$ cat src/rtl/xirq_pkg.sv
package xirq_pkg;

    localparam int unsigned XIRQ_NPORT_DEF = 4;

    // Normalized activity of one synchronized source.
    typedef struct packed {
        logic lvl;   // source is at its active level now
        logic edg;   // source became active this cycle
    } xirq_act_t;

    // Option bits.
    typedef struct packed {
        logic level_mode;
        logic port_merge;
    } xirq_cfg_t;

    // Map a raw pin value to "active" given its polarity.
    function automatic logic xirq_norm(input logic raw, input logic act_high);
        return act_high ? raw : ~raw;
    endfunction

endpackage

$ cat src/rtl/xirq_src.sv
module xirq_src
    import xirq_pkg::*;
#(
    parameter bit ACT_HIGH = 1'b0
) (
    input  logic      clk,
    input  logic      rst,
    input  logic      raw,
    output xirq_act_t act
);
    localparam logic IDLE = ~ACT_HIGH;

    logic meta, stab, stab_d;

    always_ff @(posedge clk) begin
        if (rst) begin
            meta   <= IDLE;
            stab   <= IDLE;
            stab_d <= IDLE;
        end else begin
            meta   <= raw;
            stab   <= meta;
            stab_d <= stab;
        end
    end

    logic now_act, was_act;
    assign now_act = xirq_norm(stab,   ACT_HIGH);
    assign was_act = xirq_norm(stab_d, ACT_HIGH);

    assign act.lvl = now_act;
    assign act.edg = now_act & ~was_act;

endmodule

$ cat src/rtl/xirq_pend.sv
module xirq_pend (
    input  logic clk,
    input  logic rst,
    input  logic edge_any,
    input  logic level_any,
    input  logic level_mode,
    input  logic mask,
    input  logic ack,
    output logic pend,
    output logic req
);
    always_ff @(posedge clk) begin
        if (rst) pend <= 1'b0;
        else     pend <= edge_any | (pend & ~ack);
    end

    assign req = ~mask & (pend | (level_mode & level_any));

endmodule

$ cat src/rtl/xirq_combiner.sv
module xirq_combiner
    import xirq_pkg::*;
#(
    parameter int unsigned NPORT = XIRQ_NPORT_DEF
) (
    input  logic             clk,
    input  logic             rst,
    input  logic             irq_n_pin,
    input  logic [NPORT-1:0] port_pin,
    input  logic             cfg_level,
    input  logic             cfg_port_merge,
    input  logic             cpu_mask,
    input  logic             irq_ack,
    output logic             irq_req,
    output logic             irq_pend
);
    localparam int unsigned NSRC = NPORT + 1;

    xirq_cfg_t cfg;
    assign cfg.level_mode = cfg_level;
    assign cfg.port_merge = cfg_port_merge;

    xirq_act_t        act [NSRC];
    logic [NSRC-1:0]  src_en;
    logic             edge_any, level_any;

    // Source 0: main pin, active low.
    xirq_src #(.ACT_HIGH(1'b0)) u_main (
        .clk (clk),
        .rst (rst),
        .raw (irq_n_pin),
        .act (act[0])
    );

    // Sources 1..NPORT: port pins, active high.
    for (genvar g = 0; g < NPORT; g++) begin : g_port
        xirq_src #(.ACT_HIGH(1'b1)) u_port (
            .clk (clk),
            .rst (rst),
            .raw (port_pin[g]),
            .act (act[g+1])
        );
    end

    assign src_en = {{NPORT{cfg.port_merge}}, 1'b1};

    always_comb begin
        edge_any  = 1'b0;
        level_any = 1'b0;
        for (int i = 0; i < NSRC; i++) begin
            edge_any  = edge_any  | (act[i].edg & src_en[i]);
            level_any = level_any | (act[i].lvl & src_en[i]);
        end
    end

    xirq_pend u_pend (
        .clk        (clk),
        .rst        (rst),
        .edge_any   (edge_any),
        .level_any  (level_any),
        .level_mode (cfg.level_mode),
        .mask       (cpu_mask),
        .ack        (irq_ack),
        .pend       (irq_pend),
        .req        (irq_req)
    );

endmodule

$ cat config.mk
export PLATFORM = sky130hd
export DESIGN_NAME = xirq_combiner
export DESIGN_NICKNAME = d
export VERILOG_FILES = /design/src/rtl/xirq_pkg.sv /design/src/rtl/xirq_src.sv /design/src/rtl/xirq_pend.sv /design/src/rtl/xirq_combiner.sv
export SDC_FILE = /design/constraint.sdc
export NUM_CORES = 1
export LEC_CHECK = 0
export ABC_AREA = 1
export CAP_MARGIN = 40
export CORE_AREA = 2 2 39 41
export DETAILED_ROUTE_END_ITERATION = 7
export DIE_AREA = 0 0 41 43
export PLACE_DENSITY = 0.7
export SYNTH_ARGS = -nofsm -noshare
export SYNTH_HDL_FRONTEND = slang
export SYNTH_HIERARCHICAL = 1
export SYNTH_SLANG_ARGS = --single-unit
$ cat constraint.sdc
create_clock -name clk -period 1.78 [get_ports clk]
set_input_delay 0.356 -clock clk [delete_from_list [all_inputs] [get_ports clk]]
set_output_delay 0.356 -clock clk [all_outputs]
set_load 0.1 [all_outputs]
======== After elaboration in Yosys (flattened, before gate mapping) ========
Index checks and enable logic that the tools add are counted.
storage, ports and cells
  bits in registers ....................... 16
  bits in latches ......................... 0
  memory bits (writable) .................. 0
  ROM bits ................................ 0
  input port bits ......................... 11
  output and inout port bits .............. 2
  memories ................................ 0
cells by class
  add/sub/neg operators ................... 0
  multiply operators ...................... 0
  divide/modulo/power cells ............... 0
  $lt $le $gt $ge ......................... 0
  equal/unequal tests ..................... 0
  shift-type cells ........................ 0
  multiplexer cells ....................... 0
  bitwise logic cells ..................... 33
  reduce and logical (&&, ||, !) cells .... 0
operator list
  kind            number
  AND 1 bit       16
  OR 1 bit        10
  inverter 1 bit  7

======== Longest topological paths before layout ========
Gate-level depths: netlist of run 1.
  depth after elaboration ................. 8
  depth in mapped cells ................... 8

======== Cells and area by module ========
The synthesis of run 1 kept the hierarchy.
modules (own cells, without submodules)
  module                           times used  cells each  area an instance (µm²)  seq. area each (µm²)
  xirq_src (g_port[0].u_port ...)  4           11          93.8                    60.1
  xirq_src (u_main)                1           13          103.8                   60.1
  xirq_pend                        1           7           48.8                    20.0
  xirq_combiner                    1           12          45.0                    0.0

======== Worst setup path after synthesis of run 1 ========
No wires, ideal clock.
  path kind ............................... register to output
  from .................................... reg u_pend.pend
  to ...................................... out irq_req
  arrival time ............................ 2312 ps
  data required time ...................... 1424 ps
  path slack .............................. -888 ps
  stages on the path, launching flop included .. 3
  buffers on the path ..................... 0
  path through ............................ dfxtp_1 -> a21oi_1 -> nor2_1
between the ends
  word-level cells in the longest chain between the ends .. 2
RTL lines
  item                    line                 RTL
  start, declared         xirq_pend.sv:9       output logic pend,
  start signal, assigned  xirq_pend.sv:14      else pend <= edge_any | (pend & ~ack);
  OR 1 bit                xirq_pend.sv:17      assign req = ~mask & (pend | (level_mode & level_any));
  AND 1 bit               xirq_pend.sv:17
  end, declared           xirq_combiner.sv:14  output logic irq_req,
Every way passes these cells.

======== Final worst setup path of run 1 ========
  from .................................... in cfg_port_merge
  to ...................................... out irq_req
between the ends
  word-level cells in the longest chain between the ends .. 8
RTL lines
  item                   line                 RTL
  start, declared        xirq_combiner.sv:11  input logic cfg_port_merge,
  AND 1 bit              xirq_combiner.sv:52  level_any = level_any | (act[i].lvl & src_en[i]);
  OR 1 bit (3 in a row)  xirq_combiner.sv:52
  OR 1 bit *             xirq_combiner.sv:52
  via level_any          xirq_combiner.sv:25  logic edge_any, level_any;
  AND 1 bit *            xirq_pend.sv:17
  OR 1 bit *             xirq_pend.sv:17
  AND 1 bit *            xirq_pend.sv:17
The timed path passes the listed nets; every way through them passes the cells marked *.

==> flow_metrics.tcl, run 1 <==
set metrics [dict create \
    post-route-drc-count 0 \
    ys_ff_latch 16 \
    tightest_slew_ns 0.241 \
    rsz0062_at_grt "no" \
    grt_overflow 0 \
    htreeDepth 1 \
    final_nets 100 \
    antenna_found_initial 0 \
    first_iter_violations 4 \
    area_growth_pct 30.6 \
    ctsResizeCount 0 \
    cp.required_ns 1.42 \
    port_buffers 12 \
    syn-instance-count 76 \
    routedWlPerCell_um 7.33 \
    die_y_um 43 \
    synth_cell_types 9 \
    relSlewSlack_pct 83.9 \
    cp.arrival_ns 1.33 \
    layout_setup_ws_ns 0.0959 \
    period_needed_ns 1.68 \
    avgViaCountPerCell 3.85 \
    fp-row-count 14 \
    grt_pass1_wl_mm 1.41 \
    ys_seq_area_share_pct 55.9 \
    vias 400 \
    layout-drive-gt1-share_pct 14.8 \
    coreArea_um2 1380 \
    cts_buffer_depth 2 \
    cts_tree "built" \
    cts_buffers 3 \
    ff2ff_setup_slack_ns 0.88 \
    grt_use_total_pct 12.7 \
    wl_um 762 \
    postCtsSetupRepairBufs 0 \
    period_share_pct 94.6 \
    drv_cap 0 \
    hold_viol 0 \
    syn_area_um2 573 \
    skew_ns 0.00360 \
    dieArea_um2 1760 \
    synth_nets 87 \
    root_buffer "clkbuf_4" \
    status "finished clean" \
    p_total_uw 713 \
    yosysWarnings 6 \
    drv_slew 0 \
    ios 13 \
    dp_slack_ns 0.0912 \
    ant_nets 0 \
    setup_violations 0 \
    power_density_nw_per_um2 953 \
    clk_pin_slew_worst_paths_ns 0.09 \
    dp_hpwl_um 564 \
    peakVddDrop_mv 0.483 \
    critical_path_class "in -> out" \
    start_util_pct 41.4 \
    final.setup.tns_ns 0 \
    antennaDiodeCount 0 \
    nFillCells 142 \
    grt_max_degree 15 \
    first_pass_iters 4 \
    gp_congestion 0.613 \
    critPathCaptureType "output pin" \
    dieWidth_um 41 \
    start_kind "primary input" \
    synth.avg_cell_area_um2 7.54 \
    cp_max_fo 2 \
    hold_class "reg -> reg" \
    clock_sinks 16 \
    grt_pass1_vias 369 \
    clock.fmax_mhz 594 \
    insertion_delay_ns 0.28 \
    p_leak_nw 0.380 \
    ctsHoldBuffers 0 \
]
-- path summary, 6_finish.rpt --
check,start,endpoint,cells past startpoint
setup reg to reg,g_port[1].u_port/now_act,u_pend/pend,8
setup / recovery,cfg_port_merge,irq_req,6
hold / removal,g_port[1].u_port/meta,g_port[1].u_port/now_act,2
hold reg to reg,g_port[1].u_port/meta,g_port[1].u_port/now_act,2
-- registers in the layout, indices dropped and copies added (netlist names) --
register,cells
g_port.u_port/meta,4
g_port.u_port/now_act,4
g_port.u_port/stab_d,4
u_main/meta,1
u_main/stab,1
u_main/stab_d,1
u_pend/pend,1
-- synthesized netlist by cell type --
master	n	area, um^2
a21oi_2	1	8.76
nand2_2	1	6.26
a21oi_1	1	5.00
inv_1	19	71.3
buf_4	5	37.5
inv_2	2	7.51
nand2_1	9	33.8
nor2_1	22	82.6
dfxtp_1	16	320
-- kinds of logic after synthesis --
logic type             synth area share, %
AND/OR/NAND/NOR                       21.4
flip-flops                            55.9
buffers and inverters                 20.3
AO/OA/AOI/OAI                         2.40
-- critical path, stage by stage --
cell and delay, ns:
clkdlybuf4s50_1 0.42, nand2_1 0.07, nand2_1 0.05, a21oi_1 0.21
nor2_4 0.06, buf_12 0.16
-- final cells by class --
class | instances | area (um^2) | share of cell area [%]
clock buffers | 4 | 36.3 | 4.85
multi-input cells | 34 | 144 | 19.2
flip-flops and latches | 16 | 322 | 43.0
well taps | 16 | 20.0 | 2.68
repair buffers | 13 | 148 | 19.7
inverters | 21 | 78.8 | 10.5
-- metal layers --
layer  up-vias  track usage, %  part of all wire, %
met5         -               0                    0
met4         0            8.00                  1.8
met3         2            7.85                  5.6
met2        11            17.5                   44
met1       159            13.9                   48
li1        228               -                    -
-- metrics by stage --
| stage | std cells | area [um^2] | hold slack [ns] | util [%] |
|---|---|---|---|---|
| 6_report | 104 | 748 | 0.406 | 54.1 |
| 5_1_grt | 104 | 748 | 0.433 | 54.1 |
| 4_1_cts | 104 | 748 | 0.409 | 54.1 |
| 3_5_place_dp | 100 | 712 | 0.395 | 51.4 |
| 3_3_place_gp | 100 | 712 | 0.389 | 51.4 |
| 2_1_floorplan | 76 | 582 | 0.386 | - |
-- cells in the final DEF, fill, tap and decap left out --
cell type | Yosys | layout
clkdlybuf4s50_1 | 0 | 10
buf_12 | 0 | 2
nand2_2 | 1 | 1
a21oi_2 | 1 | 1
inv_1 | 19 | 19
buf_4 | 5 | 1
nand2_1 | 9 | 9
nor2_4 | 0 | 1
dfxtp_1 | 16 | 15
clkbuf_8 | 0 | 1
dfxtp_2 | 0 | 1
inv_2 | 2 | 2
a21oi_1 | 1 | 1
nor2_1 | 22 | 21
clkbuf_4 | 0 | 3
-- power breakdown --
group	switching, mW	internal [mW]
Sequential	0.00648	0.374
Combinational	0.0563	0.0477
Clock	0.105	0.124
Total	0.168	0.546
Note: power is estimated with default switching activity, not from simulation.
==> run 2, diff against run 1 <==
--- a/config.mk
+++ b/config.mk
@@ -10,7 +10,8 @@
 export CORE_AREA = 2 2 39 41
 export DETAILED_ROUTE_END_ITERATION = 7
 export DIE_AREA = 0 0 41 43
-export PLACE_DENSITY = 0.7
+export DONT_BUFFER_PORTS = 1
+export SETUP_SLACK_MARGIN = 0.3
 export SYNTH_ARGS = -nofsm -noshare
 export SYNTH_HDL_FRONTEND = slang
 export SYNTH_HIERARCHICAL = 1
==> flow_metrics.tcl, run 2 (synthesized netlist as in run 1, its figures left out) <==
set metrics [dict create \
    cp.arrival_ns 1.24 \
    antenna_found_initial 0 \
    ios 13 \
    final.setup.tns_ns 0 \
    rsz0062_at_grt "yes" \
    ctsHoldBuffers 0 \
    root_buffer "clkbuf_4" \
    wl_um 686 \
    dp.cells 89 \
    grt_max_degree 15 \
    power_density_nw_per_um2 1010 \
    grt_overflow 0 \
    path_common_cell "nand2_1" \
    peakVddDrop_mv 0.390 \
    cts_buffers 3 \
    cts_buffer_depth 2 \
    relSlewSlack_pct 81.0 \
    clock.fmax_mhz 627 \
    antennaDiodeCount 0 \
    crit_start "g_port[1].u_port/now_act" \
    ant_nets 0 \
    grt_pass1_wl_mm 1.35 \
    tightest_slew_ns 0.284 \
    cp_max_fo 2 \
    dieArea_um2 1760 \
    critPathCaptureType "output pin" \
    final_nets 89 \
    avgViaCountPerCell 4.02 \
    dp_slack_ns 0.402 \
    setup_violations 0 \
    area_growth_pct 10.5 \
    htreeDepth 1 \
    drv_slew 0 \
    cpPeakStageDelay_ns 0.33 \
    grt_use_total_pct 11.7 \
    hold_class "in -> reg" \
    start_util_pct 41.4 \
    port_buffers 0 \
    cp.required_ns 1.42 \
    postCtsSetupRepairBufs 0 \
    cts_tree "built" \
    dp_hpwl_um 529 \
    start_kind "flip-flop" \
    drv_cap 0 \
    die_y_um 43 \
    clk_pin_slew_worst_paths_ns 0.08 \
    coreArea_um2 1380 \
    first_iter_violations 0 \
    first_pass_iters 1 \
    gp_congestion 0.607 \
    vias 374 \
    place_area_um2 586 \
    r2r_start "u_pend/pend" \
    insertion_delay_ns 0.27 \
    layout_setup_ws_ns 0.185 \
    final_cell_mix "nor2_1 (19), inv_1 (19), dfxtp_1 (12)" \
    fin_cells 93 \
    grt_pass1_vias 377 \
    min_from "rst" \
    critical_path_class "reg -> out" \
    period_needed_ns 1.60 \
    final_util_pct 45.8 \
    hold_viol 0 \
    critPathSlowestCell "dfxtp_2" \
    fp-row-count 14 \
    path_cells "nor2_2 -> nand2_1 -> nand2_1 -> nand2_1 -> a21oi_2 -> nor2_4 -> buf_12" \
    routedWlPerCell_um 7.38 \
    post-route-drc-count 0 \
    dieWidth_um 41 \
    status "finished clean" \
    period_share_pct 89.6 \
    layout-drive-gt1-share_pct 22.1 \
    clock_sinks 16 \
    p_leak_nw 0.330 \
    skew_ns 0.00381 \
    design_area_um2 633 \
]
[run 2: changes by cell type in the layout (fill, tap and decap cells not counted), moves of 2 or more]
cell             delta
nor2_1              -2
dfxtp_2             +2
nor2_2              +2
clkdlybuf4s50_1    -10
dfxtp_1             -3
[run 2: power by group]
part / total [mW] / internal, mW / switching [mW]
Clock: 0.185 / 0.0867 / 0.0981
Combinational: 0.0730 / 0.0245 / 0.0485
Sequential: 0.379 / 0.373 / 0.00589
[run 2: final cells by class]
type	instances	area (um^2)
Fill cell	149	751
Inverter	21	78.8
Sequential cell	16	328
Multi-Input combinational cell	34	153
Timing Repair Buffer	2	27.5
Tap cell	16	20.0
Clock buffer	4	26.3
[run 2: worst paths after layout]
kind	slack, ns	end	cells past startpoint
worst max-delay path	0.18	irq_req	7
worst max register to register	0.85	u_pend/pend	3
worst min-delay path	0.12	u_pend/pend	1
worst min register to register	0.40	g_port[1].u_port/now_act	2
[run 2: what timing repair did]
item,4_1_cts,5_1_grt
endpoints found under the setup margin,1,1
pin swaps,4,3
resized for setup,5,3
[run 2: critical path, delay by kind of cell, from the launching register on]
kind                   cells  cell delay [ns]
buffers and inverters      1             0.16
DFF                        1             0.33
AOI/OAI and AO/OA          1             0.16
and+or+nand+nor            5             0.32
[run 2: per-stage QoR]
stage	total power [mW]	hold slack [ns]
floorplan	0.450	0.386
global placement	0.453	0.389
detailed placement	0.455	0.393
CTS	0.650	0.111
global route	0.674	0.107
finish	0.637	0.123
[run 2: per-layer routing]
| metal | part of all wire (%) | global-route usage, % | up-vias |
|---|---|---|---|
| met3 | 6.9 | 3.14 | 2 |
| met1 | 45 | 12.7 | 157 |
| met4 | 1.2 | 10.0 | 0 |
| met2 | 46 | 17.5 | 10 |
| li1 | - | - | 205 |
| met5 | 0 | 0 | - |
==> run 3, diff against run 2 <==
--- a/config.mk
+++ b/config.mk
@@ -11,6 +11,7 @@
 export DETAILED_ROUTE_END_ITERATION = 7
 export DIE_AREA = 0 0 41 43
 export DONT_BUFFER_PORTS = 1
+export GPL_ROUTABILITY_DRIVEN = 1
 export SETUP_SLACK_MARGIN = 0.3
 export SYNTH_ARGS = -nofsm -noshare
 export SYNTH_HDL_FRONTEND = slang
==> results of run 3 <==
Final layout, timing and power as in run 2 (identical DEF).
